==> src/rtl/i2c_tgt_flags_pkg.sv <==
`timescale 1ns/1ps
package i2c_tgt_flags_pkg;
  localparam int NFLAG = 14;
  localparam int NEVT  = 9;   // sticky flags at bits 0..NEVT-1
  localparam int NIRQ  = 12;  // interrupt-capable bits 0..NIRQ-1
  localparam int F_ACK  = 0;
  localparam int F_RSTA = 1;
  localparam int F_STOP = 2;
  localparam int F_BERR = 3;
  localparam int F_FERR = 4;
  localparam int F_AM0  = 5;
  localparam int F_AM1  = 6;
  localparam int F_GC   = 7;
  localparam int F_ALRT = 8;
  localparam int F_TXD  = 9;
  localparam int F_RXD  = 10;
  localparam int F_ADR  = 11;
  localparam int F_BUSY = 12;
  localparam int F_BBSY = 13;
  localparam logic [NIRQ-1:0] WAKE_CAP = 12'hE1F;
endpackage

==> src/rtl/i2c_tgt_evt_bank.sv <==
`timescale 1ns/1ps
module i2c_tgt_evt_bank #(
  parameter int N = 9
) (
  input  logic         clk_i,
  input  logic         rst_ni,
  input  logic         enable_i,
  input  logic [N-1:0] set_i,
  input  logic [N-1:0] clr_i,
  output logic [N-1:0] flag_o
);
  for (genvar g = 0; g < N; g++) begin : g_flag
    always_ff @(posedge clk_i or negedge rst_ni) begin
      if (!rst_ni)          flag_o[g] <= 1'b0;
      else if (!enable_i)   flag_o[g] <= 1'b0;
      else if (set_i[g])    flag_o[g] <= 1'b1;  // set beats clear
      else if (clr_i[g])    flag_o[g] <= 1'b0;
    end
  end
endmodule

==> src/rtl/i2c_tgt_bus_track.sv <==
`timescale 1ns/1ps
module i2c_tgt_bus_track (
  input  logic clk_i,
  input  logic rst_ni,
  input  logic enable_i,
  input  logic start_i,
  input  logic rstart_i,
  input  logic stop_i,
  input  logic any_match_i,
  output logic matched_o,
  output logic bus_busy_o
);
  logic cond_seen;
  assign cond_seen = start_i | rstart_i | stop_i;

  always_ff @(posedge clk_i or negedge rst_ni) begin
    if (!rst_ni) begin
      matched_o  <= 1'b0;
      bus_busy_o <= 1'b0;
    end else if (!enable_i) begin
      matched_o  <= 1'b0;
      bus_busy_o <= 1'b0;
    end else begin
      if (cond_seen)        matched_o <= 1'b0;
      else if (any_match_i) matched_o <= 1'b1;
      if (start_i)          bus_busy_o <= 1'b1;
      else if (stop_i)      bus_busy_o <= 1'b0;
    end
  end
endmodule

==> src/rtl/i2c_tgt_req_route.sv <==
`timescale 1ns/1ps
module i2c_tgt_req_route
  import i2c_tgt_flags_pkg::*;
(
  input  logic [NIRQ-1:0] flags_i,
  input  logic [NIRQ-1:0] irq_en_i,
  input  logic            tx_dma_en_i,
  input  logic            rx_dma_en_i,
  output logic            irq_o,
  output logic            wake_o,
  output logic            tx_dma_req_o,
  output logic            rx_dma_req_o
);
  logic [NIRQ-1:0] irq_term, wake_term;

  for (genvar g = 0; g < NIRQ; g++) begin : g_term
    assign irq_term[g] = flags_i[g] & irq_en_i[g];
    if (WAKE_CAP[g]) begin : g_wk
      assign wake_term[g] = irq_term[g];
    end else begin : g_nwk
      assign wake_term[g] = 1'b0;
    end
  end

  assign irq_o        = |irq_term;
  assign wake_o       = |wake_term;
  assign tx_dma_req_o = flags_i[F_TXD] & tx_dma_en_i;
  assign rx_dma_req_o = (flags_i[F_RXD] | flags_i[F_ADR]) & rx_dma_en_i;
endmodule

==> src/rtl/i2c_tgt_flags.sv <==
`timescale 1ns/1ps
module i2c_tgt_flags
  import i2c_tgt_flags_pkg::*;
(
  input  logic             clk_i,
  input  logic             rst_ni,
  input  logic             enable_i,
  input  logic             stretch_en_i,
  input  logic             rx_cfg_i,
  input  logic             start_i,
  input  logic             rstart_i,
  input  logic             stop_i,
  input  logic             match0_i,
  input  logic             match1_i,
  input  logic             gcall_i,
  input  logic             alert_i,
  input  logic             ack_req_i,
  input  logic             tx_active_i,
  input  logic             bit_mismatch_i,
  input  logic             tx_underrun_i,
  input  logic             rx_overrun_i,
  input  logic             addr_overrun_i,
  input  logic             tx_space_i,
  input  logic             rx_avail_i,
  input  logic             addr_avail_i,
  input  logic             engine_busy_i,
  input  logic [NIRQ-1:0]  irq_en_i,
  input  logic [NEVT-1:0]  clr_i,
  input  logic             tx_dma_en_i,
  input  logic             rx_dma_en_i,
  output logic [NFLAG-1:0] status_o,
  output logic             irq_o,
  output logic             tx_dma_req_o,
  output logic             rx_dma_req_o,
  output logic             wake_o
);
  logic [NEVT-1:0]  evt_set, evt_q;
  logic             matched, bus_busy, any_match, fifo_fault;
  logic [NFLAG-1:0] raw;

  assign any_match  = match0_i | match1_i | gcall_i | alert_i;
  assign fifo_fault = tx_underrun_i | rx_overrun_i | (addr_overrun_i & rx_cfg_i);

  always_comb begin
    evt_set         = '0;
    evt_set[F_ACK]  = ack_req_i;
    evt_set[F_RSTA] = rstart_i & matched;
    evt_set[F_STOP] = stop_i & matched;
    evt_set[F_BERR] = bit_mismatch_i & tx_active_i;
    evt_set[F_FERR] = fifo_fault & ~stretch_en_i;
    evt_set[F_AM0]  = match0_i;
    evt_set[F_AM1]  = match1_i;
    evt_set[F_GC]   = gcall_i;
    evt_set[F_ALRT] = alert_i;
  end

  i2c_tgt_evt_bank #(.N(NEVT)) u_evt (
    .clk_i    (clk_i),
    .rst_ni   (rst_ni),
    .enable_i (enable_i),
    .set_i    (evt_set),
    .clr_i    (clr_i),
    .flag_o   (evt_q)
  );

  i2c_tgt_bus_track u_trk (
    .clk_i       (clk_i),
    .rst_ni      (rst_ni),
    .enable_i    (enable_i),
    .start_i     (start_i),
    .rstart_i    (rstart_i),
    .stop_i      (stop_i),
    .any_match_i (any_match),
    .matched_o   (matched),
    .bus_busy_o  (bus_busy)
  );

  assign raw      = {bus_busy, engine_busy_i, addr_avail_i, rx_avail_i, tx_space_i, evt_q};
  assign status_o = enable_i ? raw : '0;

  i2c_tgt_req_route u_route (
    .flags_i      (status_o[NIRQ-1:0]),
    .irq_en_i     (irq_en_i),
    .tx_dma_en_i  (tx_dma_en_i),
    .rx_dma_en_i  (rx_dma_en_i),
    .irq_o        (irq_o),
    .wake_o       (wake_o),
    .tx_dma_req_o (tx_dma_req_o),
    .rx_dma_req_o (rx_dma_req_o)
  );
endmodule

==> config.mk <==
export PLATFORM = sky130hd
export DESIGN_NAME = i2c_tgt_flags
export DESIGN_NICKNAME = d
export VERILOG_FILES = /design/src/rtl/i2c_tgt_flags_pkg.sv /design/src/rtl/i2c_tgt_evt_bank.sv /design/src/rtl/i2c_tgt_bus_track.sv /design/src/rtl/i2c_tgt_req_route.sv /design/src/rtl/i2c_tgt_flags.sv
export SDC_FILE = /design/constraint.sdc
export NUM_CORES = 1
export LEC_CHECK = 0
export ABC_AREA = 1
export ABC_CLOCK_PERIOD_IN_PS = 2700
export CORE_MARGIN = 5
export CORE_UTILIZATION = 35
export CTS_BUF_LIST = sky130_fd_sc_hd__clkbuf_4
export DETAILED_ROUTE_END_ITERATION = 8
export PLACE_DENSITY = 0.94
export SYNTH_ARGS = -nofsm -noshare
export SYNTH_HDL_FRONTEND = slang
export SYNTH_SLANG_ARGS = --single-unit
==> constraint.sdc <==
create_clock -name clk_i -period 2.7 [get_ports clk_i]
set_clock_uncertainty 0.15 [all_clocks]
set_input_delay 0.405 -clock clk_i [delete_from_list [all_inputs] [get_ports clk_i]]
set_output_delay 0.405 -clock clk_i [all_outputs]
set_load 0.005 [all_outputs]
After elaboration in Yosys (flattened, before gate mapping)
Index checks and enable logic that the tools add are counted.
{ "word_totals": {"register_bits": 11, "latch_bits": 0, "ram_bits": 0, "rom_bits": 0, "in_bits": 45, "out_inout_bits": 18, "wordCells": 86, "mem_count": 0} }
{ "classes": {"n_addsub": 0, "mul": 0, "div_mod_pow": 0, "magnitude_cmp": 0, "n_eq_ne": 11, "n_shift": 0, "n_mux": 34, "bitwise": 28, "n_reduce_logical": 2} }
{ "op_table": {"columns": ["operator", "count"], "rows": [
  ["1-bit two-way mux", 33],
  ["3-bit by 1-bit != test with 1-bit output, second input constant", 11],
  ["1-bit bitwise AND", 19],
  ["14-bit two-way mux", 1],
  ["12-bit OR reduction", 1],
  ["1-bit bitwise OR", 8],
  ["8-bit OR reduction", 1],
  ["1-bit NOT", 1]
]} }

Logic depth before layout (Yosys ltp)
{ "logic_depth": {"ltp_word": 6, "mapped_depth": 6} }

Modules after synthesis
From an unflattened synthesis, not the netlist that was laid out.
{ "hier_totals": {"cells_unflattened": 129, "hier_area_um2": 747.0} }
{ "by_module_without_submodules": {"columns": ["mod", "n_inst", "cells_each", "area_per_inst_um2", "seq_area_each_um2"], "rows": [
  ["i2c_tgt_evt_bank", 1, 46, 375.4, 225.2],
  ["i2c_tgt_flags", 1, 41, 162.7, 0.0],
  ["i2c_tgt_req_route", 1, 28, 110.1, 0.0],
  ["i2c_tgt_bus_track", 1, 14, 98.8, 50.0]
]} }

Worst setup path after synthesis
OpenSTA, ideal clock, no wires.
{ "synth_path": {"path_kind": "in2out", "start": "in enable_i", "end": "out irq_o", "arrival_ns": 0.918, "required_ns": 2.145, "slack_ns": 1.227, "cell_stages": 6, "path_buffers": 2, "path_cell_list": "buf_6 buf_12 nand3_2 nand2_1 nor2_1 nand3_1"} }
{ "synth_via": {"elab_chain_cells": 3} }
{ "synth_lines": {"columns": ["element", "line_no", "text"], "rows": [
  ["from (decl)", "i2c_tgt_flags.sv:7", "input logic enable_i,"],
  ["14-bit two-way mux *", "i2c_tgt_flags.sv:79", "assign status_o = enable_i ? raw : '0;"],
  ["1-bit bitwise AND", "i2c_tgt_req_route.sv:17", "assign irq_term[g] = flags_i[g] & irq_en_i[g];"],
  ["12-bit OR reduction *", "i2c_tgt_req_route.sv:25", "assign irq_o = |irq_term;"],
  ["to (decl)", "i2c_tgt_flags.sv:32", "output logic irq_o,"]
]} }
Every way passes the cells marked *; elsewhere a longest branch is shown, timed or not.

Worst setup path after layout
Ends and elaborated chain as after synthesis.

==> key figures <==
Synth
  – Post-synth EDFFs: 0
  – Top FF cell, synth: dfrtp_1
  – Avg Synthesized Cell Area: between 7 and 8 µm²
  – Synth Warn #: 0
  – Gate count after technology mapping: 101
  – Dominant cell by count in the synthesized netlist: nand2_1
  – Area leader, netlist: dfrtp_1
  – Post-synth cell types: 17
  – Register area share after synthesis: 37.5%
  – Largest cells by area after synthesis: dfrtp_1 38%, nand2_1 14%, inv_1 10%
  – Share of the synthesized area in the top cell type: 37.5%
  – Post-synth top cells: 28 x nand2_1, 20 x inv_1, 11 x dfrtp_1, 11 x nand3_1, 7 x o21ai_1
  – Syn_nets: between 100 and 150
  – Async SR Flop Fraction: between 90% and 100%
  – Flops & latches, synth: 11
  – Synthesized area: 733 µm²

Global route
  – Global-route wire length before repair: ~4500 µm
  – Overall routing resource usage: 18.4%
  – Remaining global-route overflow: 0
  – Vias in the first global route: 1022
  – Antenna violations before repair: 0
  – Largest net degree at the start of global routing: 36

Cells and area
  – Area growth syn-to-layout: 89.2%
  – # diodes: 0
  – Post-layout net count: 210
  – Fillers: 146
  – Post-route cell area: ~1400 µm²
  – Non-filler cells, final: approximately 190
  – Core Util, Final: 70.0%
  – Share of cells above drive strength 1: 8.54%

Clock network
  – Post_cts resized: 0
  – CTS Buffer Depth: 2
  – Hold_buf cts: 0
  – Root Driver: clkbuf_4
  – # H-tree levels: 1
  – Worst-Skew Late Latency: 280 ps
  – CTS tree: done
  – Clock Pin Slew Worst Setup and Hold Paths: 70 ps
  – Clk sink count: 11
  – Setup Buffers After CTS: 0
  – CTS Buf Count: 3

Pwr
  – Maximum vdd ir drop: 0.293 mV
  – Int Power: 340 µW
  – Power Density: 329 nW/µm²
  – Share of power burned in registers: about two fifths
  – Switching Fraction: 25.6%
  – Clock network fraction of design power: around 28%
  – Comb power frac: 33.0%
  – Leakage: 0.703 nW
  – P_sw: 117 µW

Timing
  – Max-slew violation count: 0
  – Max_slew headroom: 65.2%
  – Period minus WS final: 2500 ps
  – Max Freq: 0.400 GHz
  – Post-route clock period utilization: 92.5%
  – RSZ-0062 raised after global routing: no
  – Worst-margin pin slew: roughly 520 ps
  – Final setup viols: 0
  – Final TNS setup: 0 ps
  – Fin. Hold Viols: 0

Drt
  – DRT Wirelength: 2570 µm
  – Avg Vias per Cell: ~4.7
  – DRC violations left: 0
  – DRT iter0 DRCs: 13
  – Antenna Nets Post-Route: 0
  – Drt pass-1 iters: 4
  – Routed len/inst: 13.5 µm
  – Via count: between 800 and 900

Floorplanning
  – # rows: 16
  – Die Y: between 50 and 60 µm
  – Ports: 63
  – Chip Width: around 56 µm
  – Die Area: 3110 µm²
  – Starting Density: 37.0%
  – Core area: 1980 µm²

Critical path
  – Crit. End Element: output pin
  – Worst setup path end: irq_o
  – Crit-path cells: clkdlybuf4s50_1 > buf_12 > nand3_1 > nand2_1 > nor2_1 > nand3_1 > clkdlybuf4s50_1
  – Reg2Reg Setup Slack: 1700 ps
  – CP Data Arrival Time: 1940 ps
  – Slowest cell on crit path: clkdlybuf4s50_1
  – Worst Setup Path Type: input pin to output pin
  – Worst R2R Path Depth: 4
  – Startpoint types: input pin
  – CP peak stage delay: between 500 and 600 ps
  – Reg2Reg Launch Point: u_trk.matched_o$_DFFE_PN0P_
  – Req. time, crit path: 2140 ps
  – Worst-path fanout max: 35
  – CP startpoint: enable_i
  – Reg2reg end: u_trk.matched_o$_DFFE_PN0P_

Job
  – Max Cap Viol: 0

Min path
  – Class of the worst hold path: input pin to asynchronous set/reset pin

Placement
  – GPL Wtd Cong: approximately 0.81
  – Detailed Place HPWL: 2140 µm
  – Number of port buffers: between 60 and 70
  – Post-Place Cells: 187
  – Cell area after placement: about 1400 µm²

Outcome
  – Outcome: complete, no violations
==> worst max-delay path: cells and delay by family <==
family,cells,cell delay [ps]
buf+inv,3,1210
simple gates,4,320
==> metal layers <==
layer / global-route usage, % / vias up / wire, µm
li1: - / 445 / -
met1: 18.1 / 395 / 1010
met2: 34.3 / 40 / 1340
met3: 4.18 / 9 / 137
met4: 11.1 / 0 / 86
met5: 0 / - / 0
==> cell families after synthesis <==
logic type      after synthesis  share of synthesized area, %
flops                        11                          37.5
simple gates                 54                          36.3
buf+inv                      24                          17.1
compound gates               12                          9.04
==> sequential cells by signal, indices dropped and copies added (netlist names) <==
name / cells
u_evt.flag_o: 9
u_trk.bus_busy_o: 1
u_trk.matched_o: 1
==> placed cells by master (no fill, tap or decap), drive strengths merged <==
cell	count
clkdlybuf4s50	62
nand2	29
inv	20
nand3	17
dfrtp	11
o21ai	7
nor2	6
clkbuf	4
o22ai	3
nor3	2
a21boi	1
a21oi	1
buf	1
==> layout make-up <==
type                    instances  area (µm²)  share of cell area, %
clock buffers                   4        30.0                   2.16
flip-flops and latches         11         275                   19.8
well taps                      27        33.8                   2.43
repair buffers                 63         641                   46.2
multi-input cells              66         333                   24.0
inverters                      20        75.1                   5.41
==> through the flow <==
step           hold slack, ps  worst slack [ps]  total power [mW]
5_1_grt                   364               115             0.479
4_1_cts                   331               202             0.458
3_3_place_gp              365               256             0.329
3_5_place_dp              377               208             0.334
2_1_floorplan           -40.6              1230             0.229
6_report                  320               203             0.457
==> power groups by stage <==
stage / clock (mW) / sequential, mW / combinational (mW)
global placement: 0 / 0.182 / 0.147
CTS: 0.127 / 0.179 / 0.152
finish: 0.127 / 0.179 / 0.151
floorplan: 0 / 0.181 / 0.0480
global route: 0.135 / 0.180 / 0.164
detailed placement: 0 / 0.183 / 0.151
==> worst min-delay path by stage <==
stage / startpoint / to / slack [ps] / cells past startpoint
after detailed placement: u_trk.bus_busy_o$_DFFE_PN0P_ / u_trk.bus_busy_o$_DFFE_PN0P_ / 380 / 2
after global routing: rst_ni / u_evt.flag_o[6]$_DFFE_PN0P_ / 360 / 1
after floorplan: rst_ni / u_evt.flag_o[0]$_DFFE_PN0P_ / -40 / 0
final: rst_ni / u_evt.flag_o[6]$_DFFE_PN0P_ / 320 / 1
after CTS: rst_ni / u_evt.flag_o[6]$_DFFE_PN0P_ / 330 / 1
after global placement: u_trk.bus_busy_o$_DFFE_PN0P_ / u_trk.bus_busy_o$_DFFE_PN0P_ / 370 / 2
Power figures use the tool's default switching activity.
